`src/rtl/cfg_loader_pkg.sv`:
```
package cfg_loader_pkg;
  typedef enum logic [2:0] {
    ST_IDLE,
    ST_PWR_WAIT,
    ST_PRE_PROG,
    ST_PROG_LOW,
    ST_FETCH,
    ST_LOAD,
    ST_STREAM
  } ldr_state_e;
endpackage

```
`src/rtl/cfg_delay_timer.sv`:
```
module cfg_delay_timer #(
  parameter int unsigned CNT_W = 24
) (
  input  logic             clk,
  input  logic             rst,
  input  logic             load_i,
  input  logic [CNT_W-1:0] load_val_i,
  output logic             expire_o
);
  logic [CNT_W-1:0] cnt_q;

  // A loaded value N keeps the caller's state for exactly N cycles.
  always_ff @(posedge clk) begin
    if (rst) begin
      cnt_q <= '0;
    end else if (load_i) begin
      cnt_q <= load_val_i;
    end else if (cnt_q != '0) begin
      cnt_q <= cnt_q - 1'b1;
    end
  end

  assign expire_o = (cnt_q == CNT_W'(1));


  delay_nonzero_chk: assert property (@(posedge clk) disable iff (rst)
    load_i |-> (load_val_i != '0));
endmodule

```
`src/rtl/cfg_bit_serializer.sv`:
```
module cfg_bit_serializer #(
  parameter int unsigned WORD_W = 32,
  localparam int unsigned IDX_W = $clog2(WORD_W)
) (
  input  logic              clk,
  input  logic              rst,
  input  logic              load_i,
  input  logic [WORD_W-1:0] word_i,
  input  logic              stop_i,
  output logic              ser_clk_o,
  output logic              ser_data_o,
  output logic              prefetch_o,
  output logic              word_end_o
);
  localparam logic [IDX_W-1:0] LAST_IDX = IDX_W'(WORD_W - 1);
  localparam logic [IDX_W-1:0] PREF_IDX = IDX_W'(WORD_W - 2);

  logic              active_q;
  logic              hi_q;
  logic [IDX_W-1:0]  idx_q;
  logic [WORD_W-2:0] sh_q;
  logic              clk_q;
  logic              dat_q;

  // Pulse at the edge that puts the last bit on the line.
  assign prefetch_o = active_q && hi_q && (idx_q == PREF_IDX);
  // High phase of the last bit: the next edge must load a word or stop.
  assign word_end_o = active_q && hi_q && (idx_q == LAST_IDX);

  always_ff @(posedge clk) begin
    if (rst) begin
      active_q <= 1'b0;
      hi_q     <= 1'b0;
      idx_q    <= '0;
      sh_q     <= '0;
      clk_q    <= 1'b0;
      dat_q    <= 1'b0;
    end else if (load_i) begin
      sh_q     <= word_i[WORD_W-2:0];
      dat_q    <= word_i[WORD_W-1];
      clk_q    <= 1'b0;
      hi_q     <= 1'b0;
      idx_q    <= '0;
      active_q <= 1'b1;
    end else if (active_q) begin
      if (!hi_q) begin
        clk_q <= 1'b1;
        hi_q  <= 1'b1;
      end else if (idx_q == LAST_IDX) begin
        if (stop_i) begin
          active_q <= 1'b0;
          hi_q     <= 1'b0;
          clk_q    <= 1'b0;
          dat_q    <= 1'b0;
        end
      end else begin
        clk_q <= 1'b0;
        hi_q  <= 1'b0;
        idx_q <= idx_q + 1'b1;
        dat_q <= sh_q[WORD_W-2];
        sh_q  <= sh_q << 1;
      end
    end
  end

  assign ser_clk_o  = clk_q;
  assign ser_data_o = dat_q;


  data_setup_chk: assert property (@(posedge clk) disable iff (rst)
    $rose(ser_clk_o) |-> $stable(ser_data_o));

  clk_pulse_chk: assert property (@(posedge clk) disable iff (rst)
    (ser_clk_o && !load_i && !(word_end_o && !stop_i)) |=> !ser_clk_o);
endmodule

```
`src/rtl/cfg_stream_loader.sv`:
```
module cfg_stream_loader
  import cfg_loader_pkg::*;
#(
  parameter int unsigned WORD_W       = 32,
  parameter int unsigned WORD_COUNT   = 10524,
  parameter int unsigned PWR_WAIT_CYC = 2400000,
  parameter int unsigned PRE_PROG_CYC = 48000,
  parameter int unsigned PROG_LOW_CYC = 2400000,
  localparam int unsigned ADDR_W  = (WORD_COUNT > 1) ? $clog2(WORD_COUNT) : 1,
  localparam int unsigned MAX_A   = (PWR_WAIT_CYC > PRE_PROG_CYC) ? PWR_WAIT_CYC : PRE_PROG_CYC,
  localparam int unsigned MAX_DLY = (MAX_A > PROG_LOW_CYC) ? MAX_A : PROG_LOW_CYC,
  localparam int unsigned DLY_W   = $clog2(MAX_DLY + 1)
) (
  input  logic              clk,
  input  logic              rst,
  input  logic              start_i,
  output logic              rd_en_o,
  output logic [ADDR_W-1:0] rd_addr_o,
  input  logic [WORD_W-1:0] rd_data_i,
  output logic              pwr_en_o,
  output logic              prog_n_o,
  output logic              cfg_clk_o,
  output logic              cfg_data_o,
  output logic              busy_o,
  output logic              done_o
);
  localparam logic [ADDR_W-1:0] LAST_ADDR = ADDR_W'(WORD_COUNT - 1);

  ldr_state_e        state_q;
  logic              tmr_load;
  logic [DLY_W-1:0]  tmr_val;
  logic              tmr_exp;
  logic              ser_load;
  logic              ser_stop;
  logic              ser_pref;
  logic              ser_end;
  logic              pend_q;
  logic [ADDR_W-1:0] addr_q;
  logic              rd_en_q;
  logic              pwr_q;
  logic              prog_n_q;
  logic              busy_q;
  logic              done_q;

  always_comb begin
    tmr_load = 1'b0;
    tmr_val  = '0;
    case (state_q)
      ST_IDLE:     if (start_i) begin tmr_load = 1'b1; tmr_val = DLY_W'(PWR_WAIT_CYC); end
      ST_PWR_WAIT: if (tmr_exp) begin tmr_load = 1'b1; tmr_val = DLY_W'(PRE_PROG_CYC); end
      ST_PRE_PROG: if (tmr_exp) begin tmr_load = 1'b1; tmr_val = DLY_W'(PROG_LOW_CYC); end
      default: ;
    endcase
  end

  assign ser_load = (state_q == ST_LOAD) || ((state_q == ST_STREAM) && ser_end && pend_q);
  assign ser_stop = (state_q == ST_STREAM) && ser_end && !pend_q;

  cfg_delay_timer #(.CNT_W(DLY_W)) timer_i (
    .clk(clk), .rst(rst), .load_i(tmr_load), .load_val_i(tmr_val), .expire_o(tmr_exp)
  );

  cfg_bit_serializer #(.WORD_W(WORD_W)) ser_i (
    .clk(clk), .rst(rst), .load_i(ser_load), .word_i(rd_data_i), .stop_i(ser_stop),
    .ser_clk_o(cfg_clk_o), .ser_data_o(cfg_data_o),
    .prefetch_o(ser_pref), .word_end_o(ser_end)
  );

  always_ff @(posedge clk) begin
    if (rst) begin
      state_q  <= ST_IDLE;
      pwr_q    <= 1'b0;
      prog_n_q <= 1'b1;
      busy_q   <= 1'b0;
      done_q   <= 1'b0;
      rd_en_q  <= 1'b0;
      addr_q   <= '0;
      pend_q   <= 1'b0;
    end else begin
      done_q  <= 1'b0;
      rd_en_q <= 1'b0;
      case (state_q)
        ST_IDLE: if (start_i) begin
          pwr_q   <= 1'b1;
          busy_q  <= 1'b1;
          state_q <= ST_PWR_WAIT;
        end
        ST_PWR_WAIT: if (tmr_exp) state_q <= ST_PRE_PROG;
        ST_PRE_PROG: if (tmr_exp) begin
          prog_n_q <= 1'b0;
          state_q  <= ST_PROG_LOW;
        end
        ST_PROG_LOW: if (tmr_exp) begin
          prog_n_q <= 1'b1;
          rd_en_q  <= 1'b1;
          addr_q   <= '0;
          pend_q   <= 1'b1;
          state_q  <= ST_FETCH;
        end
        ST_FETCH: state_q <= ST_LOAD;
        ST_LOAD: begin
          pend_q  <= 1'b0;
          state_q <= ST_STREAM;
        end
        ST_STREAM: begin
          if (ser_pref && (addr_q != LAST_ADDR)) begin
            rd_en_q <= 1'b1;
            addr_q  <= addr_q + 1'b1;
            pend_q  <= 1'b1;
          end
          if (ser_end) begin
            if (pend_q) begin
              pend_q <= 1'b0;
            end else begin
              busy_q  <= 1'b0;
              done_q  <= 1'b1;
              state_q <= ST_IDLE;
            end
          end
        end
        default: state_q <= ST_IDLE;
      endcase
    end
  end

  assign rd_en_o   = rd_en_q;
  assign rd_addr_o = addr_q;
  assign pwr_en_o  = pwr_q;
  assign prog_n_o  = prog_n_q;
  assign busy_o    = busy_q;
  assign done_o    = done_q;


  prog_low_clk_chk: assert property (@(posedge clk) disable iff (rst)
    !prog_n_o |-> !cfg_clk_o);

  done_pulse_chk: assert property (@(posedge clk) disable iff (rst)
    done_o |=> !done_o);

  done_idle_chk: assert property (@(posedge clk) disable iff (rst)
    done_o |-> (!busy_o && !cfg_clk_o));

  busy_start_chk: assert property (@(posedge clk) disable iff (rst)
    (busy_o && start_i) |=> pwr_en_o);

  rd_pulse_chk: assert property (@(posedge clk) disable iff (rst)
    rd_en_o |=> !rd_en_o);
endmodule

```
`config.mk`:
```
export PLATFORM = sky130hd
export DESIGN_NAME = cfg_stream_loader
export DESIGN_NICKNAME = d
export VERILOG_FILES = /design/src/rtl/cfg_loader_pkg.sv /design/src/rtl/cfg_delay_timer.sv /design/src/rtl/cfg_bit_serializer.sv /design/src/rtl/cfg_stream_loader.sv
export SDC_FILE = /design/constraint.sdc
export NUM_CORES = 1
export LEC_CHECK = 0
export ABC_AREA = 1
export BUFFER_PORTS_ARGS = -buffer_cell sky130_fd_sc_hd__buf_4
export CAP_MARGIN = 10
export CORE_UTILIZATION = 59
export DETAILED_ROUTE_END_ITERATION = 10
export PLACE_DENSITY = 0.81
export SETUP_SLACK_MARGIN = 0.02
export SYNTH_ARGS = -nofsm -noshare
export SYNTH_HDL_FRONTEND = slang
export SYNTH_SLANG_ARGS = --single-unit
```
`constraint.sdc`:
```
create_clock -name clk -period 2.2 [get_ports clk]
set_clock_uncertainty 0.1 [all_clocks]
set_input_delay 0 -clock clk [delete_from_list [all_inputs] [get_ports clk]]
set_output_delay 0 -clock clk [all_outputs]
set_load 0.02 [all_outputs]
```
==> run_results.csv, run 1 <==
group,metric,value,unit
setup_path,crit_path_top_delay_cell,"dfxtp_2",
global_route,grt_start_max_net_pins,65,
cts,cts-root-buf,"clkbuf_8",
timing,worst_pin_slew,0.712,ns
setup_path,crit_buf_inv,3,
setup_path,worstPathRequired,2.38,ns
detailed_routing,wl_per_cell,13.3,um
synth,synthDistinctLibCells,43,
placement,io_buffers,55,
global_route,grtUsageTotal,28.6,%
detailed_routing,num_vias,4714,
detailed_routing,drt_wl_total,11200,um
cts,h-tree-depth,3,
cells_and_area,area_growth,20.3,%
synth,post_synth.cell_area_avg,7.16,um^2
worst_hold_path,hold_path_class,"in2reg",
floorplan,io_pins,56,
timing,hold_viol,0,
cells_and_area,final_nets,775,
synth,synth_seq_cells,85,
setup_path,r2r_start,"ser_i.idx_q[0]",
cts,cts_setup_buffers,0,
detailed_routing,drt_iter0_drc,255,
setup_path,setup.worst_path.start_class,"flip-flop",
timing,fin_setup_tns,0,ns
setup_path,crit_type,"reg2reg",
cells_and_area,antenna_cells,0,
timing,rsz0062_at_grt,"yes",
floorplan,die_y,91.3,um
cts,numCtsBuffers,9,
timing,clock.fmax,0.501,GHz
synth,yosysSeqAreaShare,36.2,%
floorplan,die_w,91.3,um
setup_path,critical_path_arrival,2.17,ns
timing,setup_viol,0,
placement,gp_congestion,0.942,
power,ir_worst_vdd,0.000510,V
global_route,grt_pass1_vias,4401,
synth,yosys.area.top_type,"dfxtp_1",
floorplan,die_area,8330,um^2
floorplan,initial_core_util,60.9,%
setup_path,slowest_delay,0.36,ns
setup_path,path_cells,"ha_1 > inv_1 > nor2_1 > ha_2 > nand3_1 > inv_1 > nand3_4 > nand2_8 > buf_12 > nand2_1 > a31oi_1",
cts,clkLatencyLatePin,0.35,ns
status,status,"completed",
setup_path,critPathMaxFanout,26,
synth,synth_nets,698,
detailed_routing,drt_first_pass_iters,5,
global_route,antenna_found_initial,0,
power,powerDensity,969,nW/um^2
synth,synth_area_leaders,"dfxtp_1 36%, nand2_1 12%, nand3_1 11%",
cts,clk_pin_slew_worst_paths,0.08,ns
placement,hpwl,7470,um
setup_path,critPathMostFrequentCell,"inv_1",
timing,slew_headroom,52.6,%
cells_and_area,drive_above_1_share,16.3,%
synth,synth_warnings,0,
detailed_routing,via_per_inst,5.61,
detailed_routing,drc,0,
synth,async_flop_share,0,%
cts,cts_tree,"yes",
synth,synthFlopType,"dfxtp_1",
floorplan,core,7730,um^2
power,leakagePower,2.13,nW
synth,netlist_instances,657,
synth,yosys-top-cells-count,"150 x nand2_1, 99 x nand3_1, 92 x nor2_1, 85 x dfxtp_1, 38 x a21oi_1",
timing,hold_slack,0.0338,ns
worst_hold_path,min_from,"start_i",
timing,maxSlewViolCount,0,
cts,cts_buffer_depth,2,
setup_path,startpoint,"ser_i.idx_q[0]",
setup_path,path_delay_family,"simple AND/OR/NAND/NOR gates",
timing,final.min_clock_period,2.00,ns
synth,synthesis.area,4700,um^2
synth,synth_top_area_share,36.2,%
global_route,grt_first_pass_wirelength,19500,um
synth,synth-edff-count,0,
synth,synth.most_common_cell,"nand2_1",
floorplan,rows,32,
global_route,grt-ovfl-total,0,
detailed_routing,ant_nets,0,
cts,clock_sinks,85,
job,maxCapViolCount,0,
setup_path,crit_path_end_kind,"flip-flop",
timing,post-route-period-util,90.7,%
## cells by family (layout without fill, tap and decap cells)
| group | after synthesis | count (layout) | synth area share (%) |
|---|---|---|---|
| flip-flops | 85 | 85 | 36.2 |
| adder cells (fa/ha/maj) | 6 | 6 | 1.60 |
| AND/OR/NAND/NOR | 394 | 394 | 40.2 |
| buffers and inverters | 65 | 146 | 7.58 |
| XOR/XNOR | 19 | 19 | 3.54 |
| AO/OA/AOI/OAI | 88 | 88 | 10.9 |
## registers in the layout (all words and copies together) (netlist names), 3 cells and up
signal         flops
timer_i.cnt_q     22
rd_addr_o         14
ser_i.sh_q        31
ser_i.idx_q        5
state_q            3
## area by class of cell
class | count | area [um^2]
multi-input cells | 507 | 2660
fillers | 624 | 2070
flip-flops and latches | 85 | 1700
repair buffers | 95 | 831
inverters | 36 | 149
clock buffers | 11 | 141
well taps | 102 | 128
clock inverters | 4 | 48.8
## tightest hold or removal path: cells and delay by family
family,cells,cell delay (ns)
buf+inv,2,0.21
compound gates,2,0.16
simple gates,1,0.09
## layout by cell type, fill, tap and decap left out, types with 2 or more instances in the layout
master and n:
a21oi_1 38, a21oi_2 2, a31oi_1 30, buf_12 3, buf_4 60, clkbuf_8 10, clkinv_2 3, dfxtp_1 83
dfxtp_2 2, dlygate4sd3_1 32, ha_1 5, inv_1 31, inv_2 3, nand2_1 150, nand2_2 6, nand2_8 2
nand3_1 99, nand3b_1 4, nand4_1 11, nand4_4 2, nor2_1 92, nor2_2 3, nor2_4 4, nor3_1 3
nor3b_1 2, nor4_2 5, o21ai_0 8, o21ai_2 3, o21bai_1 5, or2_0 3, xnor2_1 7, xor2_1 12
## path summary, 6_finish.rpt
| kind | endpoint | slack, ns | cells after the start |
|---|---|---|---|
| max reg2reg | ser_i.sh_q[24] | 0.20 | 11 |
| min reg2reg | pwr_en_o | 0.35 | 2 |
| max | ser_i.sh_q[24] | 0.20 | 11 |
| min | state_q[1] | 0.03 | 5 |
## where the power goes
part	internal (mW)	switching, mW
logic	0.852	1.56
clock network	0.548	0.544
registers	1.77	0.219
total	3.17	2.32
## routing by layer
metal | vias up | global-route usage [%] | wire length [um]
li1 | 2367 | - | -
met1 | 2164 | 36.9 | 4960
met2 | 161 | 47.7 | 5430
met3 | 22 | 5.36 | 602
met4 | 0 | 10.6 | 203
met5 | - | 0 | 0
## metrics by stage
stage	instance area [um^2]	utilization [%]	power [mW]	std cells	setup slack, ns
6_report	5660	73.2	5.49	840	0.204
5_1_grt	5660	73.2	5.90	840	0.00677
4_1_cts	5630	72.8	5.46	840	0.0606
2_1_floorplan	4700	-	3.87	657	0.376
3_5_place_dp	5110	66.2	4.33	793	0.0948
3_3_place_gp	5110	66.2	4.27	793	0.170
## timing repair
item                                    4_1_cts  5_1_grt
hold buffers                                 32        0
resized for setup                             0       10
endpoints found under the setup margin        0       43
endpoints found under the hold margin        32        0
Note: power is estimated with default switching activity, not from simulation.
==> run 2: changes to the inputs <==
Settings changed: CELL_PAD_IN_SITES_DETAIL_PLACEMENT from default to 1, CELL_PAD_IN_SITES_GLOBAL_PLACEMENT from default to 1, CORE_UTILIZATION 59 to 42, PLACE_DENSITY 0.81 to 0.78.
==> run_results.csv, run 2 (same netlist as run 1, synthesis figures left out) <==
group,metric,value,unit
status,status,"completed",
placement,io_buffers,55,
global_route,grt_pass1_vias,4714,
setup_path,slowest_delay,0.38,ns
floorplan,initial_core_util,43.2,%
cells_and_area,layout_common_cells,"150 x nand2_1, 98 x nand3_1, 92 x nor2_1",
detailed_routing,ant_nets,0,
cells_and_area,regMostFlops,"ser_i.sh_q",
cts,cts_buffer_depth,2,
detailed_routing,num_vias,4752,
setup_path,path_delay_family,"simple AND/OR/NAND/NOR gates",
worst_hold_path,hold_path_class,"in2reg",
power,powerDensity,972,nW/um^2
global_route,grt_start_max_net_pins,65,
power,ir_worst_vdd,0.000407,V
cts,clk_pin_slew_worst_paths,0.09,ns
setup_path,critPathMaxFanout,19,
global_route,grt_first_pass_wirelength,22300,um
cts,h-tree-depth,3,
power,leakagePower,2.13,nW
cells_and_area,largest_reg_flops,31,
setup_path,crit_path_top_delay_cell,"dfxtp_1",
power,pwr-share-comb,45.0,%
placement,dp_slack,-0.0264,ns
timing,post-route-period-util,93.1,%
timing,final.min_clock_period,2.05,ns
setup_path,crit_path_end_kind,"flip-flop",
detailed_routing,drt_first_pass_iters,4,
global_route,grt-ovfl-total,0,
cts,cts_tree,"yes",
global_route,grtUsageTotal,24.7,%
detailed_routing,wl_per_cell,15.5,um
setup_path,critical_path_arrival,2.25,ns
placement,gp_congestion,0.854,
timing,worst_slack,0.151,ns
worst_hold_path,min_path_cells,3,
placement,hpwl,9230,um
timing,rsz0062_at_grt,"yes",
detailed_routing,drt_wl_total,13700,um
cts,cts-root-buf,"clkbuf_8",
detailed_routing,drt_iter0_drc,142,
setup_path,ff2ff_path_depth,11,
global_route,antenna_found_initial,0,
job,maxCapViolCount,0,
detailed_routing,via_per_inst,5.38,
timing,worst_pin_slew,0.707,ns
floorplan,die_w,108,um
cells_and_area,final_common_cell,"nand2_1",
power,internal-power,3.07,mW
cts,clock_sinks,85,
power,pwr-share-clk,19.0,%
power,power,5.54,mW
power,power_switching,2.47,mW
cts,numCtsBuffers,9,
power,power.share.switching,44.6,%
setup_path,crit_buf_inv,3,
floorplan,die_y,108,um
cts,clkLatencyLatePin,0.38,ns
detailed_routing,drc,0,
floorplan,core,10900,um^2
setup_path,setup.worst_path.start_class,"flip-flop",
cells_and_area,antenna_cells,0,
timing,maxSlewViolCount,0,
timing,fin_setup_tns,0,ns
floorplan,rows,38,
power,power_frac_seq,36.1,%
timing,slew_headroom,52.8,%
cells_and_area,area_growth,21.2,%
setup_path,path_depth,11,
timing,hold_viol,0,
timing,setup_viol,0,
setup_path,path_cells,"ha_1 > inv_1 > nor2_1 > ha_2 > nand3_2 > inv_2 > nand3_4 > nand2_8 > buf_8 > nand2_1 > a31oi_1",
cells_and_area,final_nets,780,
setup_path,worstPathRequired,2.40,ns
setup_path,crit_type,"reg2reg",
floorplan,io_pins,56,
floorplan,die_area,11600,um^2
cells_and_area,drive_above_1_share,17.1,%
timing,clock.fmax,0.488,GHz
==> run 2: timing repair <==
action,4_1_cts,5_1_grt
hold buffers,33,0
hold endpoints to repair,33,0
endpoints found under the setup margin,27,41
gates resized for setup,3,8
setup buffers,0,3
pin swaps,0,2
==> run 2: stage by stage <==
step	instances	hold WS [ns]	instance area, um^2	util, %
final	884	0.0355	5700	52.4
after floorplan	657	0.0341	4700	-
after global placement	832	0.141	5140	47.3
after global routing	884	0.0431	5700	52.4
after detailed placement	832	0.159	5140	47.3
after CTS	881	0.0162	5660	52.0
==> run 2: final cells by class <==
cell class | count | area, um^2
Fill cell | 1415 | 5190
Sequential cell | 85 | 1700
Clock buffer | 10 | 138
Tap cell | 140 | 175
Inverter | 36 | 151
Clock inverter | 6 | 38.8
Multi-Input combinational cell | 507 | 2650
Timing Repair Buffer | 100 | 841
==> run 2: final timing paths <==
check                       from             end  slack (ns)
setup / recovery  ser_i.idx_q[0]  ser_i.sh_q[19]        0.15
hold reg to reg         pwr_en_o        pwr_en_o        0.36
hold / removal               rst        prog_n_o        0.04
setup reg to reg  ser_i.idx_q[0]  ser_i.sh_q[19]        0.15
==> run 2: worst min-delay path: cells and delay by family <==
family,cells,cell delay (ns)
AND/OR/NAND/NOR,1,0.17
buffers and inverters,2,0.33
==> run 2: power groups by stage <==
stage	sequential, mW	combinational, mW	clock (mW)
4_1_cts	2.00	2.49	1.08
5_1_grt	2.03	2.81	1.12
2_1_floorplan	1.97	1.89	0
6_report	2.00	2.49	1.05
3_5_place_dp	2.03	2.43	0
3_3_place_gp	2.01	2.34	0
==> run 2: routing by layer <==
metal / wire length [um] / GRT usage, % / up-vias
li1: - / - / 2359
met1: 6310 / 30.6 / 2296
met2: 6740 / 42.6 / 77
met3: 386 / 3.93 / 20
met4: 251 / 9.78 / 0
met5: 0 / 0 / -
